[src/rtl/att_pkg.sv]
package att_pkg;
  // Fraction bits of the gain mantissa; unity is 2**FRAC_W.
  localparam int FRAC_W = 16;
  localparam int MANT_W = FRAC_W + 1;
  // Codes per 6 dB octave at 0.5 dB per code.
  localparam int STEPS_PER_OCT = 12;
  localparam int FRAC_IDX_W = 4;

  // 2**FRAC_W * 10**(-k/40), rounded, for one octave.
  function automatic logic [MANT_W-1:0] oct_mantissa(input logic [FRAC_IDX_W-1:0] k);
    logic [MANT_W-1:0] m;
    case (k)
      4'd0:    m = 17'd65536;
      4'd1:    m = 17'd61870;
      4'd2:    m = 17'd58409;
      4'd3:    m = 17'd55142;
      4'd4:    m = 17'd52057;
      4'd5:    m = 17'd49145;
      4'd6:    m = 17'd46396;
      4'd7:    m = 17'd43801;
      4'd8:    m = 17'd41350;
      4'd9:    m = 17'd39037;
      4'd10:   m = 17'd36854;
      4'd11:   m = 17'd34792;
      default: m = 17'd65536;
    endcase
    return m;
  endfunction
endpackage

[src/rtl/att_level_ramp.sv]
module att_level_ramp #(
  parameter int LVL_W  = 8,
  parameter int DWELL0 = 14,
  parameter int DWELL1 = 7,
  parameter int DWELL2 = 2,
  parameter int DWELL3 = 2
) (
  input  logic             clk,
  input  logic             rst,
  input  logic             frame,
  input  logic [LVL_W-1:0] target,
  input  logic [1:0]       speed,
  input  logic             smute,
  output logic [LVL_W-1:0] level
);
  localparam int DMAX01 = (DWELL0 > DWELL1) ? DWELL0 : DWELL1;
  localparam int DMAX23 = (DWELL2 > DWELL3) ? DWELL2 : DWELL3;
  localparam int DMAX   = (DMAX01 > DMAX23) ? DMAX01 : DMAX23;
  localparam int CNT_W  = $clog2(DMAX) + 1;
  localparam logic [LVL_W-1:0] LVL_FULL = '1;
  localparam logic [LVL_W-1:0] LVL_MUTE = {1'b1, {(LVL_W-1){1'b0}}};

  logic [LVL_W-1:0] lvl_q;
  logic [LVL_W-1:0] eff;
  logic [CNT_W-1:0] cnt_q;
  logic [CNT_W-1:0] lim;

  always_comb begin
    if (smute || (target <= LVL_MUTE)) eff = LVL_MUTE;
    else                               eff = target;
  end

  always_comb begin
    case (speed)
      2'd0:    lim = CNT_W'(DWELL0 - 1);
      2'd1:    lim = CNT_W'(DWELL1 - 1);
      2'd2:    lim = CNT_W'(DWELL2 - 1);
      default: lim = CNT_W'(DWELL3 - 1);
    endcase
  end

  always_ff @(posedge clk) begin
    if (rst) begin
      lvl_q <= LVL_FULL;
      cnt_q <= '0;
    end else if (frame) begin
      if (lvl_q == eff) begin
        cnt_q <= '0;
      end else if (cnt_q >= lim) begin
        cnt_q <= '0;
        if (lvl_q < eff) lvl_q <= lvl_q + 1'b1;
        else             lvl_q <= lvl_q - 1'b1;
      end else begin
        cnt_q <= cnt_q + 1'b1;
      end
    end
  end

  assign level = lvl_q;

  // no movement between frames
  assert_level_frame_only_R6: assert property (@(posedge clk) disable iff (rst)
    !frame |=> $stable(lvl_q));
  // moves by a single code
  assert_single_code_step_R6: assert property (@(posedge clk) disable iff (rst)
    (lvl_q != $past(lvl_q)) |-> ((lvl_q == $past(lvl_q) + 1'b1) || (lvl_q == $past(lvl_q) - 1'b1)));
  // each step heads toward the effective target
  assert_step_toward_target_R8: assert property (@(posedge clk) disable iff (rst)
    frame && (lvl_q < eff) |=> (lvl_q >= $past(lvl_q)));
  // level never drops below the mute code
  assert_level_floor_R7: assert property (@(posedge clk) disable iff (rst)
    lvl_q >= LVL_MUTE);
endmodule

[src/rtl/att_gain_stage.sv]
module att_gain_stage
  import att_pkg::*;
#(
  parameter int DATA_W = 24,
  parameter int LVL_W  = 8
) (
  input  logic              clk,
  input  logic              rst,
  input  logic              in_valid,
  input  logic [DATA_W-1:0] in_sample,
  input  logic [LVL_W-1:0]  level,
  output logic              out_valid,
  output logic [DATA_W-1:0] out_sample
);
  localparam int PROD_W = DATA_W + MANT_W + 1;
  localparam logic [LVL_W-1:0] LVL_FULL = '1;
  localparam logic [LVL_W-1:0] LVL_MUTE = {1'b1, {(LVL_W-1){1'b0}}};
  localparam logic signed [PROD_W-1:0] SAT_MAX = PROD_W'((64'sd1 <<< (DATA_W-1)) - 1);
  localparam logic signed [PROD_W-1:0] SAT_MIN = -(PROD_W'(64'sd1 <<< (DATA_W-1)));

  logic [LVL_W-1:0]         atten;
  logic [LVL_W-1:0]         oct;
  logic [FRAC_IDX_W-1:0]    frac;
  logic [MANT_W-1:0]        mant;
  logic signed [PROD_W-1:0] prod;
  logic signed [PROD_W-1:0] rnd_inc;
  logic signed [PROD_W-1:0] scaled;
  logic [DATA_W-1:0]        gained;

  always_comb begin
    atten   = LVL_FULL - level;
    oct     = atten / LVL_W'(STEPS_PER_OCT);
    frac    = FRAC_IDX_W'(atten % LVL_W'(STEPS_PER_OCT));
    mant    = oct_mantissa(frac);
    prod    = PROD_W'($signed(in_sample)) * $signed({1'b0, mant});
    rnd_inc = {{(PROD_W-1){1'b0}}, 1'b1} << (FRAC_W - 1 + int'(oct));
    scaled  = (prod + rnd_inc) >>> (FRAC_W + int'(oct));
    if (level <= LVL_MUTE)      gained = '0;
    else if (scaled > SAT_MAX)  gained = SAT_MAX[DATA_W-1:0];
    else if (scaled < SAT_MIN)  gained = SAT_MIN[DATA_W-1:0];
    else                        gained = scaled[DATA_W-1:0];
  end

  always_ff @(posedge clk) begin
    if (rst) begin
      out_valid  <= 1'b0;
      out_sample <= '0;
    end else begin
      out_valid <= in_valid;
      if (in_valid) out_sample <= gained;
    end
  end

  // one strobe out per strobe in
  assert_valid_follows_R5: assert property (@(posedge clk) disable iff (rst)
    in_valid |=> out_valid);
  // output held between frames
  assert_hold_between_frames_R5: assert property (@(posedge clk) disable iff (rst)
    !in_valid |=> (!out_valid && $stable(out_sample)));
  // mute code gives silence
  assert_mute_zero_R4: assert property (@(posedge clk) disable iff (rst)
    in_valid && (level <= LVL_MUTE) |=> (out_sample == '0));
  // unity code passes the sample unchanged
  assert_unity_pass_R2: assert property (@(posedge clk) disable iff (rst)
    in_valid && (level == LVL_FULL) |=> (out_sample == $past(in_sample)));
endmodule

[src/rtl/att_soft_ramp.sv]
module att_soft_ramp #(
  parameter int DATA_W = 24,
  parameter int LVL_W  = 8,
  parameter int DWELL0 = 14,
  parameter int DWELL1 = 7,
  parameter int DWELL2 = 2,
  parameter int DWELL3 = 2
) (
  input  logic              clk,
  input  logic              rst,
  input  logic              in_valid,
  input  logic [DATA_W-1:0] in_sample,
  input  logic [LVL_W-1:0]  level_code,
  input  logic [1:0]        speed,
  input  logic              smute,
  output logic              out_valid,
  output logic [DATA_W-1:0] out_sample
);
  logic [LVL_W-1:0] act_level;

  att_level_ramp #(
    .LVL_W (LVL_W),
    .DWELL0(DWELL0),
    .DWELL1(DWELL1),
    .DWELL2(DWELL2),
    .DWELL3(DWELL3)
  ) u_ramp (
    .clk   (clk),
    .rst   (rst),
    .frame (in_valid),
    .target(level_code),
    .speed (speed),
    .smute (smute),
    .level (act_level)
  );

  att_gain_stage #(
    .DATA_W(DATA_W),
    .LVL_W (LVL_W)
  ) u_gain (
    .clk       (clk),
    .rst       (rst),
    .in_valid  (in_valid),
    .in_sample (in_sample),
    .level     (act_level),
    .out_valid (out_valid),
    .out_sample(out_sample)
  );

  // first cycle after reset shows no output
  assert_reset_quiet_R1: assert property (@(posedge clk)
    $past(rst) |-> (!out_valid && (out_sample == '0)));
endmodule

[config.mk]
export PLATFORM = sky130hd
export DESIGN_NAME = att_soft_ramp
export DESIGN_NICKNAME = d
export VERILOG_FILES = /design/src/rtl/att_pkg.sv /design/src/rtl/att_level_ramp.sv /design/src/rtl/att_gain_stage.sv /design/src/rtl/att_soft_ramp.sv
export SDC_FILE = /design/constraint.sdc
export NUM_CORES = 1
export LEC_CHECK = 0
export ABC_CLOCK_PERIOD_IN_PS = 11300
export BUFFER_PORTS_ARGS = -buffer_cell sky130_fd_sc_hd__buf_2
export CAP_MARGIN = 10
export CORE_ASPECT_RATIO = 2
export CORE_UTILIZATION = 40
export DETAILED_ROUTE_END_ITERATION = 12
export GPL_TIMING_DRIVEN = 0
export SYNTH_ARGS = -nofsm -noshare
export SYNTH_HDL_FRONTEND = slang
export SYNTH_SLANG_ARGS = --single-unit
[constraint.sdc]
create_clock -name clk -period 11.3 [get_ports clk]
set_input_delay 1.695 -clock clk [delete_from_list [all_inputs] [get_ports clk]]
set_output_delay 1.695 -clock clk [all_outputs]
set_load 0.02 [all_outputs]
==> results.json <==
{
  "status": "finished clean",
  "gp_congestion": 0.9654,
  "critPathArrivalTime_ns": 11.11,
  "routed_wl_mm": 77.46,
  "final_cell_mix": "inv_1, fa_1, and2_1, nand2_1, ha_1",
  "hp-class": "reg -> reg",
  "ys_async_sr_fraction_pct": 0,
  "crit_family": "adder cells",
  "synth_top_family_by_area": "adder cells",
  "rows": 117,
  "whs_ns": 0.4552,
  "cts_max_level": 2,
  "max_stage_delay_ns": 0.73,
  "drv_cap": 0,
  "synth-edff-count": 0,
  "worstSetupPathType": "reg -> reg",
  "hold_viol": 0,
  "finalSetupViolations": 0,
  "fill_cells": 5188,
  "antenna_found_initial": 3,
  "clock-sinks": 38,
  "min_period_ns": 10.91,
  "synthMuxAreaShare_pct": 1.041,
  "place_ws_ns": -0.1436,
  "seq_area_frac_synth_pct": 3.660,
  "netlist_area_um2": 20790,
  "synth_cell_types": 89,
  "synthAdderAreaFrac_pct": 50.29,
  "ant_nets": 0,
  "reg2reg_slack_ns": 0.39,
  "clockRootBuffer": "clkbuf_16",
  "ys.flop_type": "dfxtp_1",
  "rr_worst_depth": 32,
  "synth_seq_cells": 38,
  "slew_headroom_pct": 20.16,
  "grt-ovfl-total": 0,
  "crit_path_frequent_cell": "fa_1",
  "grt_pass1_vias": 19800,
  "layout_commonest_cell": "inv_1",
  "crit_path_max_fanout": 10,
  "rsz0062_at_grt": "false",
  "endpoint_kind": "flip-flop",
  "fin_skew_ns": 0.004721,
  "min_from": "u_gain.out_sample[20]$_SDFFE_PP0P_",
  "first_pass_iters": 6,
  "synth_compound_area_share_pct": 11.30,
  "cts_tree": "done",
  "syn_avg_cell_area_um2": 8.477,
  "drive_gt1_share_pct": 7.036,
  "core_region_area_um2": 51090,
  "synth-simple-area-share_pct": 19.79,
  "drtIter0Drc": 973,
  "placed_cells": 3185,
  "syn_to_final_growth_pct": 7.157,
  "fmax_mhz": 91.69,
  "dieArea_um2": 52940,
  "clockBufferDepth": 2,
  "slew_violations": 0,
  "multi_input_area_um2": 17580,
  "crit_required_ns": 11.50,
  "ys_warn_count": 0,
  "synth_cells": 2452,
  "synth-xor-area-share_pct": 1.547,
  "post_drt_wl_per_cell_um": 24.20,
  "grt_pass1_wl_mm": 117.9,
  "startpoint_type": "flip-flop",
  "crit_buf_inv": 8,
  "finalNonFillerCells": 3201,
  "reg2reg_from": "u_ramp.level[3]$_SDFFE_PP1P_",
  "fp.dieH_um": 324.4,
  "critPathSlowestCell": "fa_1",
  "avgViaCountPerCell": 5.578,
  "cts_buffers": 5,
  "ctsHoldBuffers": 0,
  "hold_end": "u_gain.out_sample[20]$_SDFFE_PP0P_",
  "grt_max_degree": 14,
  "setup_ws_ns": 0.3937,
  "clk_latency_ns": 0.30,
  "clk_pin_slew_ns": 0.06,
  "seq_area_um2": 760.7,
  "tightestPinTransition_ns": 1.190,
  "via_count": 17850,
  "portBuffers": 61,
  "start_util_pct": 40.69,
  "ios": 63,
  "fin_nets": 3154,
  "r2r_end": "u_gain.out_sample[13]$_SDFFE_PP0P_",
  "hold_depth": 2,
  "fin_crit_sh_pct": 96.52,
  "grtUsageTotal_pct": 30.58,
  "die_w_um": 163.2,
  "drc_errors": 0,
  "dpl.hpwl_mm": 65.39
}
[tightest hold or removal path: stages, from the launching register on]
cell and delay, ns:
dfxtp_1 0.32, nand2_1 0.04, o21ai_0 0.06
[per-stage QoR]
stage / utilization (%) / instance area [um2] / TNS [ns]
finish: 43.60 / 22270 / 0
global route: 43.58 / 22270 / 0
CTS: 43.35 / 22150 / 0
detailed placement: 43.02 / 21980 / -2.128
global placement: 43.01 / 21970 / -3.650
floorplan: - / 20850 / 0
[registers in the layout (all words and copies together), names as in the netlist]
register and flops:
u_gain.out_sample 24, u_gain.out_valid 1, u_ramp.cnt_q 5, u_ramp.level 8
[how the worst max path moves through the flow]
stage,to,cells after the start,slack (ns),startpoint
after floorplan,u_gain.out_sample[9]$_SDFFE_PP0P_,32,2.30,u_ramp.level[3]$_SDFFE_PP1P_
after global placement,u_gain.out_sample[12]$_SDFFE_PP0P_,34,-0.22,u_ramp.level[3]$_SDFFE_PP1P_
after detailed placement,u_gain.out_sample[20]$_SDFFE_PP0P_,33,-0.14,u_ramp.level[3]$_SDFFE_PP1P_
after CTS,u_gain.out_sample[12]$_SDFFE_PP0P_,34,0.11,u_ramp.level[3]$_SDFFE_PP1P_
after global routing,u_gain.out_sample[4]$_SDFFE_PP0P_,31,0.08,u_ramp.level[3]$_SDFFE_PP1P_
final,u_gain.out_sample[13]$_SDFFE_PP0P_,32,0.39,u_ramp.level[3]$_SDFFE_PP1P_
[synthesized netlist by cell type, types with 21 or more instances]
cell | n | area, um2
fa_1 | 439 | 8788
inv_1 | 545 | 2046
and3_1 | 39 | 244.0
dfxtp_1 | 38 | 760.7
o21ai_0 | 48 | 240.2
clkbuf_1 | 74 | 277.8
nor2_1 | 96 | 360.4
a21oi_1 | 79 | 395.4
and2_1 | 254 | 1589
buf_2 | 32 | 160.2
nand3_1 | 28 | 140.1
nand2b_1 | 21 | 131.4
nor3_1 | 33 | 165.2
nand2_1 | 239 | 897.1
ha_1 | 133 | 1664
[area by class of cell]
class / count / area share [%]
Inverter: 545 / 9.201
Clock inverter: 1 / 0.1348
Multi-Input combinational cell: 1769 / 78.92
Clock buffer: 6 / 0.6235
Timing Repair Buffer: 68 / 1.663
Antenna cell: 3 / 0.03370
Buffer: 117 / 2.337
Tap cell: 654 / 3.674
Sequential cell: 38 / 3.415
[cell families (layout without fill, tap and decap cells)]
family / Yosys count / after routing
muxes: 21 / 21
and+or+nand+nor: 789 / 789
xor gates and xnor gates: 35 / 35
AOI/OAI and AO/OA: 333 / 333
buffers and inverters: 662 / 737
other: 2 / 22
adders and majority gates: 572 / 572
DFF: 38 / 38
[per-layer routing]
| metal | global-route usage [%] | part of all wire, % | vias up |
|---|---|---|---|
| met1 | 28.09 | 30 | 8995 |
| met5 | 0 | 0.010 | - |
| met3 | 3.741 | 4.5 | 381 |
| li1 | - | - | 7785 |
| met4 | 31.06 | 13 | 2 |
| met2 | 55.50 | 53 | 691 |
[timing repair]
item / 4_1_cts / 5_1_grt
setup endpoints to repair: 22 / 23
gates resized for setup: 1 / 16
hold endpoints to repair: 0 / 0
setup buffers: 0 / 5
Power is not shown: default switching activity piles up to over one toggle a cycle in this logic, so the estimate is an artifact.
